File: src/rtl/par_word_pkg.sv
package par_word_pkg;
  // Map a requested word size onto the supported range 1..max_ws.
  function automatic int clamp_ws(int req, int max_ws);
    if (req < 1) return 1;
    if (req > max_ws) return max_ws;
    return req;
  endfunction
endpackage

File: src/rtl/pws_edge_det.sv
module pws_edge_det #(
  parameter int DW = 8
) (
  input  logic          clk,
  input  logic          rst_n,
  input  logic          bus_clk,
  input  logic [DW-1:0] bus_dat,
  input  logic          clk_present,
  input  logic          edge_fall,
  output logic          cap
);
  logic          prev_clk_q, prev_clk_d;
  logic [DW-1:0] prev_dat_q, prev_dat_d;
  logic          prev_ok_q,  prev_ok_d;
  logic          clk_hit, dat_hit;

  always_comb begin
    prev_clk_d = bus_clk;
    prev_dat_d = bus_dat;
    prev_ok_d  = 1'b1;
    clk_hit    = edge_fall ? (prev_clk_q & ~bus_clk) : (~prev_clk_q & bus_clk);
    dat_hit    = (bus_dat != prev_dat_q);
    cap        = prev_ok_q & (clk_present ? clk_hit : dat_hit);
  end

  always_ff @(posedge clk or negedge rst_n) begin
    if (!rst_n) begin
      prev_clk_q <= 1'b0;
      prev_dat_q <= '0;
      prev_ok_q  <= 1'b0;
    end else begin
      prev_clk_q <= prev_clk_d;
      prev_dat_q <= prev_dat_d;
      prev_ok_q  <= prev_ok_d;
    end
  end
endmodule

File: src/rtl/pws_item_hold.sv
module pws_item_hold #(
  parameter int DW = 8
) (
  input  logic          clk,
  input  logic          rst_n,
  input  logic          cap,
  input  logic [DW-1:0] dat,
  output logic          item_vld,
  output logic [DW-1:0] item_dat,
  output logic          first_pend
);
  logic [DW-1:0] held_q, held_d;
  logic          first_d;
  logic          vld_d;
  logic [DW-1:0] out_d;

  always_comb begin
    held_d  = held_q;
    first_d = first_pend;
    vld_d   = 1'b0;
    out_d   = item_dat;
    if (cap) begin
      held_d  = dat;
      first_d = 1'b0;
      if (!first_pend) begin
        vld_d = 1'b1;
        out_d = held_q;
      end
    end
  end

  always_ff @(posedge clk or negedge rst_n) begin
    if (!rst_n) begin
      held_q     <= '0;
      first_pend <= 1'b1;
      item_vld   <= 1'b0;
      item_dat   <= '0;
    end else begin
      held_q     <= held_d;
      first_pend <= first_d;
      item_vld   <= vld_d;
      item_dat   <= out_d;
    end
  end
endmodule

File: src/rtl/pws_word_pack.sv
module pws_word_pack
  import par_word_pkg::*;
#(
  parameter int DW     = 8,
  parameter int MAX_WS = 4
) (
  input  logic                         clk,
  input  logic                         rst_n,
  input  logic                         cap,
  input  logic [DW-1:0]                dat,
  input  logic [$clog2(MAX_WS+1)-1:0]  word_size,
  input  logic                         big_end,
  output logic                         word_vld,
  output logic [MAX_WS*DW-1:0]         word_dat,
  output logic [$clog2(MAX_WS+1)-1:0]  cnt,
  output logic [$clog2(MAX_WS+1)-1:0]  ws_lat
);
  localparam int CW = $clog2(MAX_WS + 1);
  localparam int WW = MAX_WS * DW;

  logic [WW-1:0] acc_q, acc_d, filled;
  logic [CW-1:0] cnt_d, ws_lat_d, ws_use, slot;
  logic          be_q, be_d, be_use, last;
  logic          wv_d;
  logic [WW-1:0] wd_d;

  always_comb begin
    ws_use = (cnt == '0) ? CW'(clamp_ws(int'(word_size), MAX_WS)) : ws_lat;
    be_use = (cnt == '0) ? big_end : be_q;
    slot   = be_use ? cnt : CW'(ws_use - 1'b1 - cnt);
    last   = (cnt == CW'(ws_use - 1'b1));
  end

  // One insertion mux per item slot of the word.
  for (genvar s = 0; s < MAX_WS; s++) begin : g_slot
    assign filled[s*DW +: DW] = (cap && slot == CW'(s)) ? dat : acc_q[s*DW +: DW];
  end

  always_comb begin
    acc_d    = acc_q;
    cnt_d    = cnt;
    ws_lat_d = ws_lat;
    be_d     = be_q;
    wv_d     = 1'b0;
    wd_d     = word_dat;
    if (cap) begin
      ws_lat_d = ws_use;
      be_d     = be_use;
      if (last) begin
        acc_d = '0;
        cnt_d = '0;
        wv_d  = 1'b1;
        wd_d  = filled;
      end else begin
        acc_d = filled;
        cnt_d = cnt + 1'b1;
      end
    end
  end

  always_ff @(posedge clk or negedge rst_n) begin
    if (!rst_n) begin
      acc_q    <= '0;
      cnt      <= '0;
      ws_lat   <= CW'(1);
      be_q     <= 1'b0;
      word_vld <= 1'b0;
      word_dat <= '0;
    end else begin
      acc_q    <= acc_d;
      cnt      <= cnt_d;
      ws_lat   <= ws_lat_d;
      be_q     <= be_d;
      word_vld <= wv_d;
      word_dat <= wd_d;
    end
  end
endmodule

File: src/rtl/par_word_asm.sv
module par_word_asm #(
  parameter int DW     = 8,
  parameter int MAX_WS = 4
) (
  input  logic                         clk,
  input  logic                         rst_n,
  input  logic                         bus_clk,
  input  logic [DW-1:0]                bus_dat,
  input  logic                         clk_present,
  input  logic                         edge_fall,
  input  logic [$clog2(MAX_WS+1)-1:0]  word_size,
  input  logic                         big_end,
  output logic                         item_vld,
  output logic [DW-1:0]                item_dat,
  output logic                         word_vld,
  output logic [MAX_WS*DW-1:0]         word_dat
);
  localparam int CW = $clog2(MAX_WS + 1);

  logic          cap;
  logic          first_pend;
  logic [CW-1:0] cnt, ws_lat;

  pws_edge_det #(.DW(DW)) u_edge (
    .clk(clk), .rst_n(rst_n), .bus_clk(bus_clk), .bus_dat(bus_dat),
    .clk_present(clk_present), .edge_fall(edge_fall), .cap(cap)
  );

  pws_item_hold #(.DW(DW)) u_item (
    .clk(clk), .rst_n(rst_n), .cap(cap), .dat(bus_dat),
    .item_vld(item_vld), .item_dat(item_dat), .first_pend(first_pend)
  );

  pws_word_pack #(.DW(DW), .MAX_WS(MAX_WS)) u_word (
    .clk(clk), .rst_n(rst_n), .cap(cap), .dat(bus_dat),
    .word_size(word_size), .big_end(big_end),
    .word_vld(word_vld), .word_dat(word_dat), .cnt(cnt), .ws_lat(ws_lat)
  );
endmodule

File: config.mk
export PLATFORM = sky130hd
export DESIGN_NAME = par_word_asm
export DESIGN_NICKNAME = d
export VERILOG_FILES = /design/src/rtl/par_word_pkg.sv /design/src/rtl/pws_edge_det.sv /design/src/rtl/pws_item_hold.sv /design/src/rtl/pws_word_pack.sv /design/src/rtl/par_word_asm.sv
export SDC_FILE = /design/constraint.sdc
export NUM_CORES = 1
export LEC_CHECK = 0
export ABC_AREA = 0
export BUFFER_PORTS_ARGS = -buffer_cell sky130_fd_sc_hd__buf_2
export CAP_MARGIN = 0
export CORE_ASPECT_RATIO = 1.75
export CORE_MARGIN = 1
export CORE_UTILIZATION = 27
export CTS_BUF_LIST = sky130_fd_sc_hd__clkbuf_4 sky130_fd_sc_hd__clkbuf_8 sky130_fd_sc_hd__clkbuf_16
export DETAILED_ROUTE_END_ITERATION = 7
export GPL_TIMING_DRIVEN = 0
export PLACE_DENSITY_LB_ADDON = 0.1
export SLEW_MARGIN = 15
export SYNTH_ARGS = -nofsm -noshare
export SYNTH_HDL_FRONTEND = slang
export SYNTH_HIERARCHICAL = 1
export SYNTH_SLANG_ARGS = --single-unit
File: constraint.sdc
create_clock -name clk -period 8.38 [get_ports clk]
set_clock_uncertainty 0.2 [all_clocks]
set_input_delay 0 -clock clk [delete_from_list [all_inputs] [get_ports clk]]
set_output_delay 0 -clock clk [all_outputs]
set_load 0.005 [all_outputs]
[After elaboration in Yosys (flattened, before gate mapping)]
Cells that the tools add are included.
Cells by class
  add/subtract/negate cells: 3
  order comparisons: 2
  equal/unequal tests: 5
  mux-type cells: 22
  bitwise logic cells: 6
  reduce and logical (&&, ||, !) cells: 8
Operator list (count)
  2-to-1 mux 32 bit: 1
  2-to-1 mux 8 bit: 4
  2-to-1 mux 3 bit: 6
  2-to-1 mux 1 bit: 11
  != test 8 bit: 1
  equality test 3 x 2 -> 1 bit (second input constant): 2
  zero test 3 bit: 2
  logical AND 1 bit: 4
  AND reduction 2 bit: 2
  adder 3 x 1 -> 3 bit (second input constant): 1
  bitwise AND 1 bit: 3
  equality test 3 x 1 -> 1 bit (second input constant): 1
  equality test 3 bit: 1
  > comparator 3 bit (second input constant): 1
  less-than comparator 3 x 1 -> 1 bit (second input constant): 1
  NOT 1 bit: 3
  subtractor 3 x 1 -> 3 bit (second input constant): 1
  subtractor 3 bit: 1
Word-level totals
  bits in registers: 100
  input port bits: 17
  output and inout bits: 42
  word-level logic and storage cells: 59

[Longest topological paths before layout]
Gate-level depths: netlist of the first run.
  depth in word-level cells: 13
  mapped depth: 16
  depth with buffers taken out: 13

[By module]
The synthesis of the first run kept the hierarchy.
By module, submodules not included
  pws_word_pack: instances 1, cells each 447, area an instance 4160.2 um^2, sequential area each 1803.0 um^2
  pws_item_hold: instances 1, cells each 39, area an instance 709.4 um^2, sequential area each 451.7 um^2
  pws_edge_det: instances 1, cells each 26, area an instance 371.6 um^2, sequential area each 250.2 um^2

[Worst setup path after synthesis of the first run]
Ideal clock, no wire load.
  path kind: register -> register
  start: register u_word.cnt[1]
  end: register u_word.acc_q[0]
  library setup time: 0.101 ns
  arrival: 3.631 ns
  data required time: 8.079 ns
  setup slack: 4.448 ns
  cell stages (with the launch flop): 16
  buffers on the path: 3
  period minus slack after synthesis: 3.932 ns
  path through: dfrtp_1 clkinv_1 ha_1 nand2b_1 buf_6 nor3_1 a21oi_1 ha_1 fa_1 buf_1 nand2_1 a2111oi_2 o21ai_0 and3_4 buf_6 o32ai_1
Between the ends
  cells in the longest elaborated chain, start to end: 9
  elaborated cells between the ends (all ways): 11
  those cells by class: 2 x add/sub; 1 x eq/ne; 5 x mux; 3 x reduce/logical
RTL lines
  from (decl): RTL line pws_word_pack.sv:15  | output logic [$clog2(MAX_WS+1)-1:0] cnt,
  from (signal assigned): RTL line pws_word_pack.sv:71  | cnt <= cnt_d;
  zero test 3 bit: RTL line pws_word_pack.sv:28, pws_word_pack.sv:29
  2-to-1 mux 3 bit: RTL line pws_word_pack.sv:28  | ws_use = (cnt == '0) ? CW'(clamp_ws(int'(word_size), MAX_WS)) : ws_lat;
  subtractor 3 x 1 -> 3 bit: RTL line pws_word_pack.sv:30, pws_word_pack.sv:31
  subtractor 3 bit: RTL line pws_word_pack.sv:30  | slot = be_use ? cnt : CW'(ws_use - 1'b1 - cnt);
  2-to-1 mux 3 bit: RTL line pws_word_pack.sv:30
  zero test 3 bit: RTL line pws_word_pack.sv:36  | assign filled[s*DW +: DW] = (cap && slot == CW'(s)) ? dat : acc_q[s*DW +: DW];
  logical AND 1 bit: RTL line pws_word_pack.sv:36
  2-to-1 mux 8 bit: RTL line pws_word_pack.sv:36
  2-to-1 mux 32 bit (*): RTL line pws_word_pack.sv:49  | if (last) begin
  to (signal assigned): RTL line pws_word_pack.sv:63  | acc_q <= '0;
  to (signal assigned): RTL line pws_word_pack.sv:70  | acc_q <= acc_d;
  to (decl): RTL line pws_word_pack.sv:21  | logic [WW-1:0] acc_q, acc_d, filled;
Every way passes the cells marked *; elsewhere a longest branch is shown, timed or not.
A chain may end at the register's enable or synchronous reset.

[Final worst setup path of the first run]
  start: register u_word.cnt[1]
  end: register u_word.acc_q[5]
Same word-level chain as after synthesis.

==> key figures, run 1 <==
Clocking
  • Clock tree from TritonCTS: done
  • Number of levels the H-tree was split into: 3
  • Clock slew at reported path FFs: 0.07 ns
  • Clock sinks: 100
  • Number of buffers created by CTS: 9
  • Maximum clock insertion buffer count: 2
  • Clock insertion delay at the later pin of the skew report: 0.36 ns
  • Post-CTS setup buffer count: 0
  • Clock root buffer: sky130_fd_sc_hd__clkbuf_16

Finish
  • Antenna diodes: 0
  • Fraction of final layout cells with drive strength greater than 1: 22.0%
  • Utilization after layout: 33.0%
  • Nets@finish: 619
  • Area overhead of the layout relative to synthesis: 20.3%
  • Cell Count, Final, Fillers Out: 842

Routing
  • Number of antenna-violating nets in the routed design: 0
  • Via count: 4,556
  • Drt pass-1 iters: 5
  • Routed vias/inst: 5.41
  • Mean routed wirelength per cell: between 20 and 25 um
  • Detailed router's first-iteration violation count: 322
  • Aggregate routed wire length: 19,100 um
  • DRC violations left: 0

Global routing
  • Vias in the first global route: 4,685
  • Congestion Overflow GR: 0
  • First-pass GRT wire length: 28,800 um
  • Pin count of the biggest net entering global routing: 80
  • Number of antenna violations at the first check in global routing: 0
  • All-layer global routing usage: 19.9%

Timing
  • Worst max-slew margin expressed relative to the limit: between 30% and 40%
  • Final setup violation count: 0
  • Peak Freq: 198 MHz
  • Final critical-path share of the clock period: 60.3%
  • Slew @ Worst Pin: 0.949 ns
  • Final hold violation count: 0
  • Setup_tns: 0 ns
  • Post-layout min period: 5.05 ns
  • Final Slew Violations: 0
  • Setup repair after global routing missed its margin: no

Floorplan
  • Horizontal extent of the die: 107 um
  • I/O pin cnt: 59
  • Initial cell density of the core: between 20% and 30%
  • Total core area: roughly 19,000 um2
  • Cell Rows: between 60 and 70
  • Die Height: 186 um
  • Die ar.: approximately 20,000 um2

Synthesis
  • YS warnings: 6
  • Number of flops mapped to enable cells by yosys: 0
  • Cell with the most instances after synthesis: sky130_fd_sc_hd__dfrtp_1
  • Top-area cell type share of the netlist area: ~47%
  • Post-Syn Nets: around 540
  • Post-synth cell types: 66
  • Post-Synthesis Cell Area: 5240 um2
  • Share of the yosys chip area belonging to registers: 47.8%
  • Dominant synthesized flop cell: sky130_fd_sc_hd__dfrtp_1
  • #FFs+latches synth: 100
  • Top cell types by occurrence after synthesis: sky130_fd_sc_hd__dfrtp_1, sky130_fd_sc_hd__nor2_1, sky130_fd_sc_hd__nand2_1
  • Share of async-settable or async-resettable flops after synthesis: between 90% and 100%
  • Largest cells by area after synthesis: sky130_fd_sc_hd__dfrtp_1, sky130_fd_sc_hd__nor2_1, sky130_fd_sc_hd__nand2_1
  • Synthesized instance count: slightly above 500
  • Syn Area/Cell: 10.2 um2
  • Biggest area consumer among synthesized cells: sky130_fd_sc_hd__dfrtp_1

Critical path
  • Critical Path End Type: flop
  • Critical path type: flop to flop
  • Required time of the worst setup path: approximately 8.4 ns
  • Max Fanout on Critical Path: 10
  • Launching element type of the critical path: flop
  • Timing startpoint of the critical path: u_word/cnt[1]
  • Worst reg2reg startpoint: u_word/cnt[1]
  • Data arrival time of the worst path: 5.07 ns

Power and ir drop
  • Switching power summed over all nets: roughly 0.0013 W
  • Sequential power share: 28.1%
  • Portion of total power attributed to combinational logic: 55.6%
  • Clock share of power: 16.3%
  • Internal power of the cells: 0.00142 W
  • Sw Share: 46.8%
  • Peak supply drop: about 0.00012 V
  • Leakage power: 2.61 nW
  • Power per Cell Area: 424 nW/um2

Run
  • # Max-Cap Violations: 0

Placement
  • Final Wtd Congestion: 0.879
  • Count of input and output buffers: 58
  • Placed insts: just over 800
  • Placed wire-length estimate after detailed placement: 14,200 um

Worst hold path
  • Worst min-delay path class: input pin to async pin

Outcome
  • Outcome: finished, final reports clean
-- routing by layer --
metal  track usage [%]  wire length (um)  up-vias
li1                  -                 -     2110
met4              11.6              1040        0
met1              20.8              7120     2264
met3              3.95               790       47
met2              35.9             10200      135
met5                 0                 0        -
-- sequential cells by signal (all words and copies together), names as in the netlist, 3 cells and up --
register / count
u_word/acc_q: 32
u_word/word_dat: 32
u_edge/prev_dat_q: 8
u_item/held_q: 8
u_item/item_dat: 8
u_word/cnt: 3
u_word/ws_lat: 3
-- power by group through the flow --
stage                     registers [W]  logic (W)  clock network [W]
after global routing           0.000773    0.00163           0.000469
after floorplan                0.000743   0.000991                  0
after CTS                      0.000754    0.00148           0.000447
after detailed placement       0.000763    0.00147                  0
final                          0.000753    0.00149           0.000435
after global placement         0.000758    0.00145                  0
-- cells in the final DEF (no fill, tap or decap), types with 6 or more instances in the layout --
cell / synthesis / final
sky130_fd_sc_hd__dfrtp_1: 98 / 98
sky130_fd_sc_hd__buf_2: 7 / 65
sky130_fd_sc_hd__nor2_1: 40 / 40
sky130_fd_sc_hd__nand2_1: 38 / 38
sky130_fd_sc_hd__a21oi_1: 23 / 23
sky130_fd_sc_hd__nand3_1: 23 / 23
sky130_fd_sc_hd__nor3_1: 22 / 21
sky130_fd_sc_hd__inv_1: 20 / 20
sky130_fd_sc_hd__clkbuf_1: 15 / 15
sky130_fd_sc_hd__o32ai_1: 15 / 15
sky130_fd_sc_hd__o211ai_1: 14 / 14
sky130_fd_sc_hd__dlygate4sd3_1: 0 / 13
sky130_fd_sc_hd__a211oi_1: 12 / 12
sky130_fd_sc_hd__o22ai_1: 11 / 11
sky130_fd_sc_hd__mux2_2: 10 / 10
sky130_fd_sc_hd__clkbuf_16: 0 / 9
sky130_fd_sc_hd__mux2_4: 9 / 9
sky130_fd_sc_hd__xor2_1: 8 / 8
sky130_fd_sc_hd__a31o_2: 8 / 8
sky130_fd_sc_hd__o2111ai_1: 8 / 8
sky130_fd_sc_hd__mux2i_1: 7 / 7
sky130_fd_sc_hd__o21ai_0: 7 / 7
sky130_fd_sc_hd__and3_1: 7 / 7
sky130_fd_sc_hd__o31ai_1: 6 / 6
sky130_fd_sc_hd__buf_1: 6 / 6
sky130_fd_sc_hd__and2_1: 6 / 6
sky130_fd_sc_hd__a222oi_1: 6 / 6
-- through the flow --
stage                     hold slack (ns)  instance area [um2]  setup slack, ns  total power, W
final                              0.0147                 6310             3.33         0.00267
after global routing               0.0540                 6310             2.97         0.00287
after CTS                          0.0334                 6310             3.38         0.00269
after detailed placement           -0.329                 5870             3.40         0.00224
after global placement            -0.0693                 5830             3.45         0.00221
after floorplan                    -0.496                 5240             4.45         0.00173
-- timing repair --
item	CTS	global route
hold endpoints to repair	126	0
hold buffers	14	0
setup endpoints to repair	0	0
resized for setup	0	0
-- worst paths after layout --
path | end | slack (ns) | cells past startpoint
max | u_word/acc_q[5] | 3.33 | 14
min | u_word/word_dat[6] | 0.01 | 3
max reg2reg | u_word/acc_q[5] | 3.33 | 14
min reg2reg | u_word/word_dat[20] | 0.30 | 2
max in group asynchronous | u_word/acc_q[20] | 7.54 | 3
min in group clk | u_edge/prev_clk_q | 0.10 | 2
-- layout make-up --
cell class | instances | area, um2
Timing Repair Buffer | 73 | 459
Sequential cell | 100 | 2500
Multi-Input combinational cell | 357 | 2490
Inverter | 22 | 82.6
Buffer | 33 | 166
Fill cell | 1999 | 12800
Clock inverter | 2 | 37.5
Tap cell | 241 | 302
Clock buffer | 14 | 263
-- critical path: stages, from the launching register on --
cell                        delay [ns]
sky130_fd_sc_hd__dfrtp_1          0.51
sky130_fd_sc_hd__clkinv_1         0.36
sky130_fd_sc_hd__ha_1             0.38
sky130_fd_sc_hd__nand2b_1         0.11
sky130_fd_sc_hd__buf_6            0.14
sky130_fd_sc_hd__nor3_1           0.05
sky130_fd_sc_hd__a21oi_1          0.21
sky130_fd_sc_hd__ha_1             0.32
sky130_fd_sc_hd__fa_1             0.51
sky130_fd_sc_hd__buf_1            0.30
sky130_fd_sc_hd__nand2_1          0.12
sky130_fd_sc_hd__a2111oi_2        0.69
sky130_fd_sc_hd__o21ai_0          0.45
sky130_fd_sc_hd__a31oi_4          0.43
sky130_fd_sc_hd__o32ai_1          0.12
-- kinds of logic (layout without fill, tap and decap cells) --
logic type               after synthesis  count (layout)  synth area share [%]
AND/OR/NAND/NOR                      170             170                  16.5
XOR/XNOR                              11              11                  1.84
adder cells (fa/ha/maj)                6               6                  1.58
multiplexers                          26              26                  6.06
flip-flops                           100             100                  47.8
AO/OA/AOI/OAI                        143             143                  21.4
other                                  1               1                0.0715
buffers and inverters                 55             144                  4.75
Power figures use the tool's default switching activity.
==> inputs of run 2 (changes only) <==
Clock period 8.38 ns to 4.6 ns, I/O delays scaled along.
==> run 2 against run 1 <==
- register-to-register slack lost 3.1 ns
- clock-buffer cell count is the same
- highest routed layer unchanged
- largest cell class is now multi-input combinational cells
- wire length shrank 0.19%
- largest power group unchanged
- sequential power grew 83%
==> key figures, run 2 (synthesis gave the netlist of run 1 again) <==
Critical path
  • Data arrival time of the worst path: 4.36 ns (-0.71 ns)
  • Flop-to-flop setup slack: 0.25 ns (-3.08 ns)
  • Max Fanout on Critical Path: 10 (unchanged)
  • Launching element type of the critical path: flop
  • Critical path type: flop to flop
  • Required time of the worst setup path: 4.61 ns (-3.79 ns)
  • Critical Path End Type: flop

Global routing
  • Congestion Overflow GR: 0 (unchanged)
  • Pin count of the biggest net entering global routing: 80 (unchanged)
  • All-layer global routing usage: 19.9% (unchanged)
  • Vias in the first global route: 4,682 (-0.064%)
  • First-pass GRT wire length: 28,800 um (unchanged)
  • Number of antenna violations at the first check in global routing: 0 (unchanged)

Floorplan
  • Cell Rows: 67 (unchanged)
  • Die ar.: 20,000 um2 (unchanged)
  • Die Height: 186 um (unchanged)
  • I/O pin cnt: 59 (unchanged)
  • Total core area: 19,100 um2 (unchanged)
  • Initial cell density of the core: 27.4% (unchanged)
  • Horizontal extent of the die: 107 um (unchanged)

Timing
  • Final Slew Violations: 0 (unchanged)
  • Final hold violation count: 0 (unchanged)
  • Slew @ Worst Pin: 0.941 ns (-0.00714 ns)
  • Peak Freq: 230 MHz (+16%)
  • Setup_tns: 0 ns (unchanged)
  • Worst max-slew margin expressed relative to the limit: 36.4% (+0.48 points)
  • Final setup violation count: 0 (unchanged)
  • Setup repair after global routing missed its margin: no
  • Post-layout min period: 4.35 ns (-0.703 ns)
  • Final worst slack: 0.252 ns (-3.08 ns)
  • Final critical-path share of the clock period: 94.5% (+34 points)

Routing
  • Drt pass-1 iters: 5 (unchanged)
  • Detailed router's first-iteration violation count: 331 (+2.8%)
  • DRC violations left: 0 (unchanged)
  • Aggregate routed wire length: 19,100 um (-0.19%)
  • Number of antenna-violating nets in the routed design: 0 (unchanged)
  • Mean routed wirelength per cell: 22.6 um (-0.54%)
  • Routed vias/inst: 5.38 (-0.49%)
  • Via count: 4,550 (-0.13%)

Finish
  • Biggest registers after layout: u_word/acc_q: 32 flops, u_word/word_dat: 32 flops
  • Nets@finish: 622 (+0.48%)
  • Most common cell after layout, fill and taps aside: sky130_fd_sc_hd__dfrtp_1
  • Fraction of final layout cells with drive strength greater than 1: 23.2% (+1.2 points)
  • Fill cell count: 1,995 (-0.20%)
  • Area overhead of the layout relative to synthesis: 21.4%
  • Most frequent cells in the layout: sky130_fd_sc_hd__dfrtp_1, sky130_fd_sc_hd__buf_2, sky130_fd_sc_hd__nor2_1, sky130_fd_sc_hd__nand2_1, sky130_fd_sc_hd__nand3_1
  • Antenna diodes: 0 (unchanged)

Outcome
  • Outcome: finished, final reports clean

Run
  • # Max-Cap Violations: 0 (unchanged)

Power and ir drop
  • Peak supply drop: 0.000229 V (+85%)
  • Final Total Pwr: 0.00494 W (+84%)
  • Leakage power: 2.63 nW (+0.42%)
  • Power per Cell Area: 776 nW/um2 (+83%)

Clocking
  • Maximum clock insertion buffer count: 2 (unchanged)
  • Number of buffers created by CTS: 9 (unchanged)
  • Clock insertion delay at the later pin of the skew report: 0.36 ns (about the same)
  • Clock sinks: 100 (unchanged)
  • Clock slew at reported path FFs: 0.07 ns (about the same)
  • Clock tree from TritonCTS: done
  • Number of levels the H-tree was split into: 3 (unchanged)
  • Clock root buffer: sky130_fd_sc_hd__clkbuf_16

Worst hold path
  • Worst min-delay path class: input pin to async pin

Placement
  • Worst-case setup slack after placement: -0.383 ns (-3.78 ns)
  • Count of input and output buffers: 58 (unchanged)
  • Final Wtd Congestion: 0.879 (unchanged)
  • Placed wire-length estimate after detailed placement: 14,200 um (unchanged)
## run 2: critical path, cell delays in order (launching register included)
cell	delay, ns
sky130_fd_sc_hd__dfrtp_2	0.46
sky130_fd_sc_hd__clkinv_2	0.20
sky130_fd_sc_hd__ha_1	0.31
sky130_fd_sc_hd__nand2b_1	0.11
sky130_fd_sc_hd__buf_6	0.14
sky130_fd_sc_hd__nor3_1	0.06
sky130_fd_sc_hd__a21oi_1	0.21
sky130_fd_sc_hd__ha_1	0.32
sky130_fd_sc_hd__fa_1	0.45
sky130_fd_sc_hd__buf_1	0.21
sky130_fd_sc_hd__or3_1	0.41
sky130_fd_sc_hd__a211o_1	0.37
sky130_fd_sc_hd__a21o_1	0.26
sky130_fd_sc_hd__a31oi_4	0.32
sky130_fd_sc_hd__o22ai_1	0.15
## run 2: metal layers
| layer | up-vias | wire (um) | track usage [%] |
|---|---|---|---|
| met4 | 0 | 1010 | 11.6 |
| met3 | 48 | 783 | 3.95 |
| met1 | 2246 | 7150 | 20.8 |
| li1 | 2113 | - | - |
| met2 | 143 | 10200 | 35.9 |
| met5 | - | 0 | 0 |
## run 2: final timing paths
check | start | cells past startpoint | to
worst max-delay path | u_word/cnt[1] | 14 | u_word/acc_q[30]
max in group asynchronous | rst_n | 3 | u_word/acc_q[20]
worst min-delay path | rst_n | 3 | u_word/word_dat[6]
worst max register to register | u_word/cnt[1] | 14 | u_word/acc_q[30]
worst min register to register | u_word/word_dat[20] | 2 | u_word/word_dat[20]
min in group clk | bus_clk | 2 | u_edge/prev_clk_q
## run 2: final cells by class
class / instances / area, um2 / area share [%]
plain buffers: 33 / 166 / 2.62
clock buffers: 14 / 263 / 4.13
clock inverters: 2 / 37.5 / 0.590
inverters: 22 / 87.6 / 1.38
multi-input cells: 357 / 2520 / 39.6
flip-flops and latches: 100 / 2510 / 39.4
well taps: 241 / 302 / 4.74
repair buffers: 76 / 482 / 7.57
## run 2: what timing repair did
item	in CTS	in global routing
setup endpoints to repair	29	37
hold endpoints to repair	126	0
setup buffers	0	3
hold buffers	14	0
pin swaps	0	1
resized for setup	3	5
## run 2: power by group
group / internal, W / total (W) / switching [W]
combinational: 0.000979 / 0.00277 / 0.00179
sequential: 0.00119 / 0.00138 / 0.000188
clock: 0.000453 / 0.000786 / 0.000333
## run 2: metrics by stage
stage / util (%) / hold slack (ns) / instance area (um2) / std cells
4_1_cts: 33.1 / 0.0334 / 6320 / 842
3_3_place_gp: 30.5 / -0.0693 / 5830 / 811
2_1_floorplan: - / -0.496 / 5240 / 512
3_5_place_dp: 30.7 / -0.329 / 5870 / 812
6_report: 33.3 / 0.0148 / 6360 / 845
5_1_grt: 33.3 / 0.0539 / 6360 / 845
==> inputs of run 3 (changes only) <==
Settings changed: PLACE_DENSITY set to 0.55, PLACE_DENSITY_LB_ADDON 0.1 to unset.
==> run 3 against run 2 <==
- clock-buffer cell count shrank 5
- first-iteration DRC count grew 0.60%
- sequential share of layout area decreased by 0.16 points
- final area grew 0.31%
- cell count rose by 0.12%
- fmax increased by 0.63%
- sequential power hardly changed
- wire length shrank 5.9%
- clock power is 3.8% lower
- largest cell class unchanged
- largest power group unchanged
==> key figures, run 3 (synthesis gave the netlist of run 1 again) <==
Clocking
  • Number of buffers created by CTS: 9 (unchanged)
  • Clock insertion delay at the later pin of the skew report: 0.35 ns (about the same)
  • Clock tree from TritonCTS: done
  • Clock slew at reported path FFs: 0.07 ns (about the same)
  • Clock root buffer: sky130_fd_sc_hd__clkbuf_16
  • Number of levels the H-tree was split into: 3 (unchanged)
  • Maximum clock insertion buffer count: 2 (unchanged)
  • Clock sinks: 100 (unchanged)

Timing
  • Final critical-path share of the clock period: 93.9% (-0.59 points)
  • Final setup violation count: 0 (unchanged)
  • Post-layout min period: 4.32 ns (-0.0271 ns)
  • Setup repair after global routing missed its margin: no
  • Peak Freq: 231 MHz (+0.63%)
  • Slew @ Worst Pin: 0.876 ns (-0.0654 ns)
  • Worst max-slew margin expressed relative to the limit: 40.8% (+4.4 points)
  • Final worst slack: 0.279 ns (+0.0271 ns)
  • Min Hold Slack: 0.120 ns (+0.106 ns)
  • Final Slew Violations: 0 (unchanged)
  • Final hold violation count: 0 (unchanged)
  • Setup_tns: 0 ns (unchanged)

Routing
  • Routed vias/inst: 5.51 (+2.3%)
  • Detailed router's first-iteration violation count: 333 (+0.60%)
  • Aggregate routed wire length: 18,000 um (-5.9%)
  • Via count: 4,660 (+2.4%)
  • Drt pass-1 iters: 5 (unchanged)
  • Mean routed wirelength per cell: 21.3 um (-6.0%)
  • DRC violations left: 0 (unchanged)
  • Number of antenna-violating nets in the routed design: 0 (unchanged)

Power and ir drop
  • Leakage power: 2.63 nW (+0.20%)
  • Power per Cell Area: 766 nW/um2 (-1.3%)
  • Peak supply drop: 0.000282 V (+23%)
  • Final Total Pwr: 0.00489 W (-0.97%)

Critical path
  • Slowest cell on crit path: sky130_fd_sc_hd__dfrtp_1
  • Delay of the slowest critical-path stage: 0.55 ns (+0.09 ns)
  • Launching element type of the critical path: flop
  • Max Fanout on Critical Path: 9 (-1)
  • Worst reg2reg startpoint: u_word/cnt[1]
  • Data arrival time of the worst path: 4.34 ns (-0.02 ns)
  • Timing startpoint of the critical path: u_word/cnt[1]
  • Critical Path End Type: flop
  • Most used cell along the critical path: sky130_fd_sc_hd__ha_1
  • CP cell instances: clkinvlp_4 -> ha_1 -> nand2b_1 -> buf_6 -> nor3_1 -> a21oi_1 -> ha_1 -> fa_1 -> buf_1 -> or3_1 -> a211o_1 -> a21o_1 -> a31oi_4 -> o22ai_1
  • Required time of the worst setup path: 4.62 ns (about the same)
  • Critical path type: flop to flop

Placement
  • Final Wtd Congestion: 0.955 (+8.7%)
  • Placement-stage cell area: 5870 um2 (unchanged)
  • Count of input and output buffers: 58 (unchanged)
  • Worst-case setup slack after placement: -0.267 ns (+0.116 ns)
  • Placed wire-length estimate after detailed placement: 13,400 um (-5.7%)

Worst hold path
  • Startpoint of the tightest hold check path: bus_clk
  • Worst min-delay path class: input pin to flop

Global routing
  • First-pass GRT wire length: 27,600 um (-4.2%)
  • Pin count of the biggest net entering global routing: 76 (-5.0%)
  • Number of antenna violations at the first check in global routing: 0 (unchanged)
  • Congestion Overflow GR: 0 (unchanged)
  • Vias in the first global route: 4,765 (+1.8%)
  • All-layer global routing usage: 18.5% (-1.3 points)

Floorplan
  • Initial cell density of the core: 27.4% (unchanged)
  • Horizontal extent of the die: 107 um (unchanged)
  • Die Height: 186 um (unchanged)
  • I/O pin cnt: 59 (unchanged)
  • Total core area: 19,100 um2 (unchanged)
  • Cell Rows: 67 (unchanged)
  • Die ar.: 20,000 um2 (unchanged)

Finish
  • Biggest registers after layout: u_word/acc_q: 32 flops, u_word/word_dat: 32 flops
  • Antenna diodes: 0 (unchanged)
  • Most common cell after layout, fill and taps aside: sky130_fd_sc_hd__dfrtp_1
  • Fill cell count: 2,006 (+0.55%)
  • Fraction of final layout cells with drive strength greater than 1: 23.0% (-0.20 points)
  • Area overhead of the layout relative to synthesis: 21.8%
  • Cell area after layout: 6380 um2 (+0.31%)
  • Most frequent cells in the layout: sky130_fd_sc_hd__dfrtp_1, sky130_fd_sc_hd__buf_2, sky130_fd_sc_hd__nor2_1, sky130_fd_sc_hd__nand2_1, sky130_fd_sc_hd__nand3_1
  • Nets@finish: 623 (+0.16%)

Run
  • # Max-Cap Violations: 0 (unchanged)

Outcome
  • Outcome: finished, final reports clean
run 3: cell types whose count changed in the layout (fill, tap and decap cells not counted), sizes merged:
cell	change
clkbuf	-5
bufinv	-1
dlygate4sd3	+1
inv	+4
clkinv	+2
run 3: through the flow:
step,utilization (%),std cells
finish,33.4,846
global route,33.4,846
CTS,33.1,843
detailed placement,30.7,812
global placement,30.5,811
floorplan,-,512
run 3: final timing paths:
check                           slack, ns                   to  cells after the start
worst max-delay path                 0.28     u_word/acc_q[30]                     14
worst min-delay path                 0.12    u_edge/prev_clk_q                      2
worst max register to register       0.28     u_word/acc_q[30]                     14
worst min register to register       0.29     u_word/ws_lat[0]                      2
max in group asynchronous            3.25    u_item/first_pend                      4
min in group asynchronous            0.50  u_word/word_dat[17]                      4
run 3: what timing repair did:
| action | in CTS | in global routing |
|---|---|---|
| gates resized for setup | 2 | 5 |
| hold endpoints to repair | 126 | 0 |
| hold buffers | 15 | 0 |
| gates cloned | 0 | 0 |
| setup endpoints to repair | 10 | 45 |
| setup buffers | 0 | 3 |
| pin swaps | 0 | 1 |
run 3: critical path, delay by kind of cell, from the launching register on:
kind	cells	cell delay [ns]
fa+ha+maj	3	1.03
buf+inv	3	0.55
flops	1	0.55
compound gates	5	1.29
simple gates	3	0.56
run 3: layout make-up:
cell class	instances	area [um2]	share of cell area [%]
clock inverter	7	70.1	1.10
sequential	100	2500	39.2
inverter	22	86.3	1.35
timing repair buffer	77	507	7.94
tap	241	302	4.72
buffer	33	166	2.61
multi-input combinational	357	2520	39.5
clock buffer	9	225	3.53
run 3: per-layer routing:
layer / up-vias / global-route usage [%] / share of wire (%)
met4: 0 / 11.8 / 7.1
met2: 197 / 32.9 / 52
met5: - / 0 / 0
met3: 68 / 3.04 / 4.4
met1: 2287 / 19.9 / 37
li1: 2108 / - / -
run 3: power breakdown:
part / switching, W / internal, W / leakage, nW / total (W)
sequential: 0.000194 / 0.00119 / 1.19 / 0.00138
clock: 0.000375 / 0.000382 / 0.141 / 0.000756
combinational: 0.00178 / 0.000975 / 1.30 / 0.00275
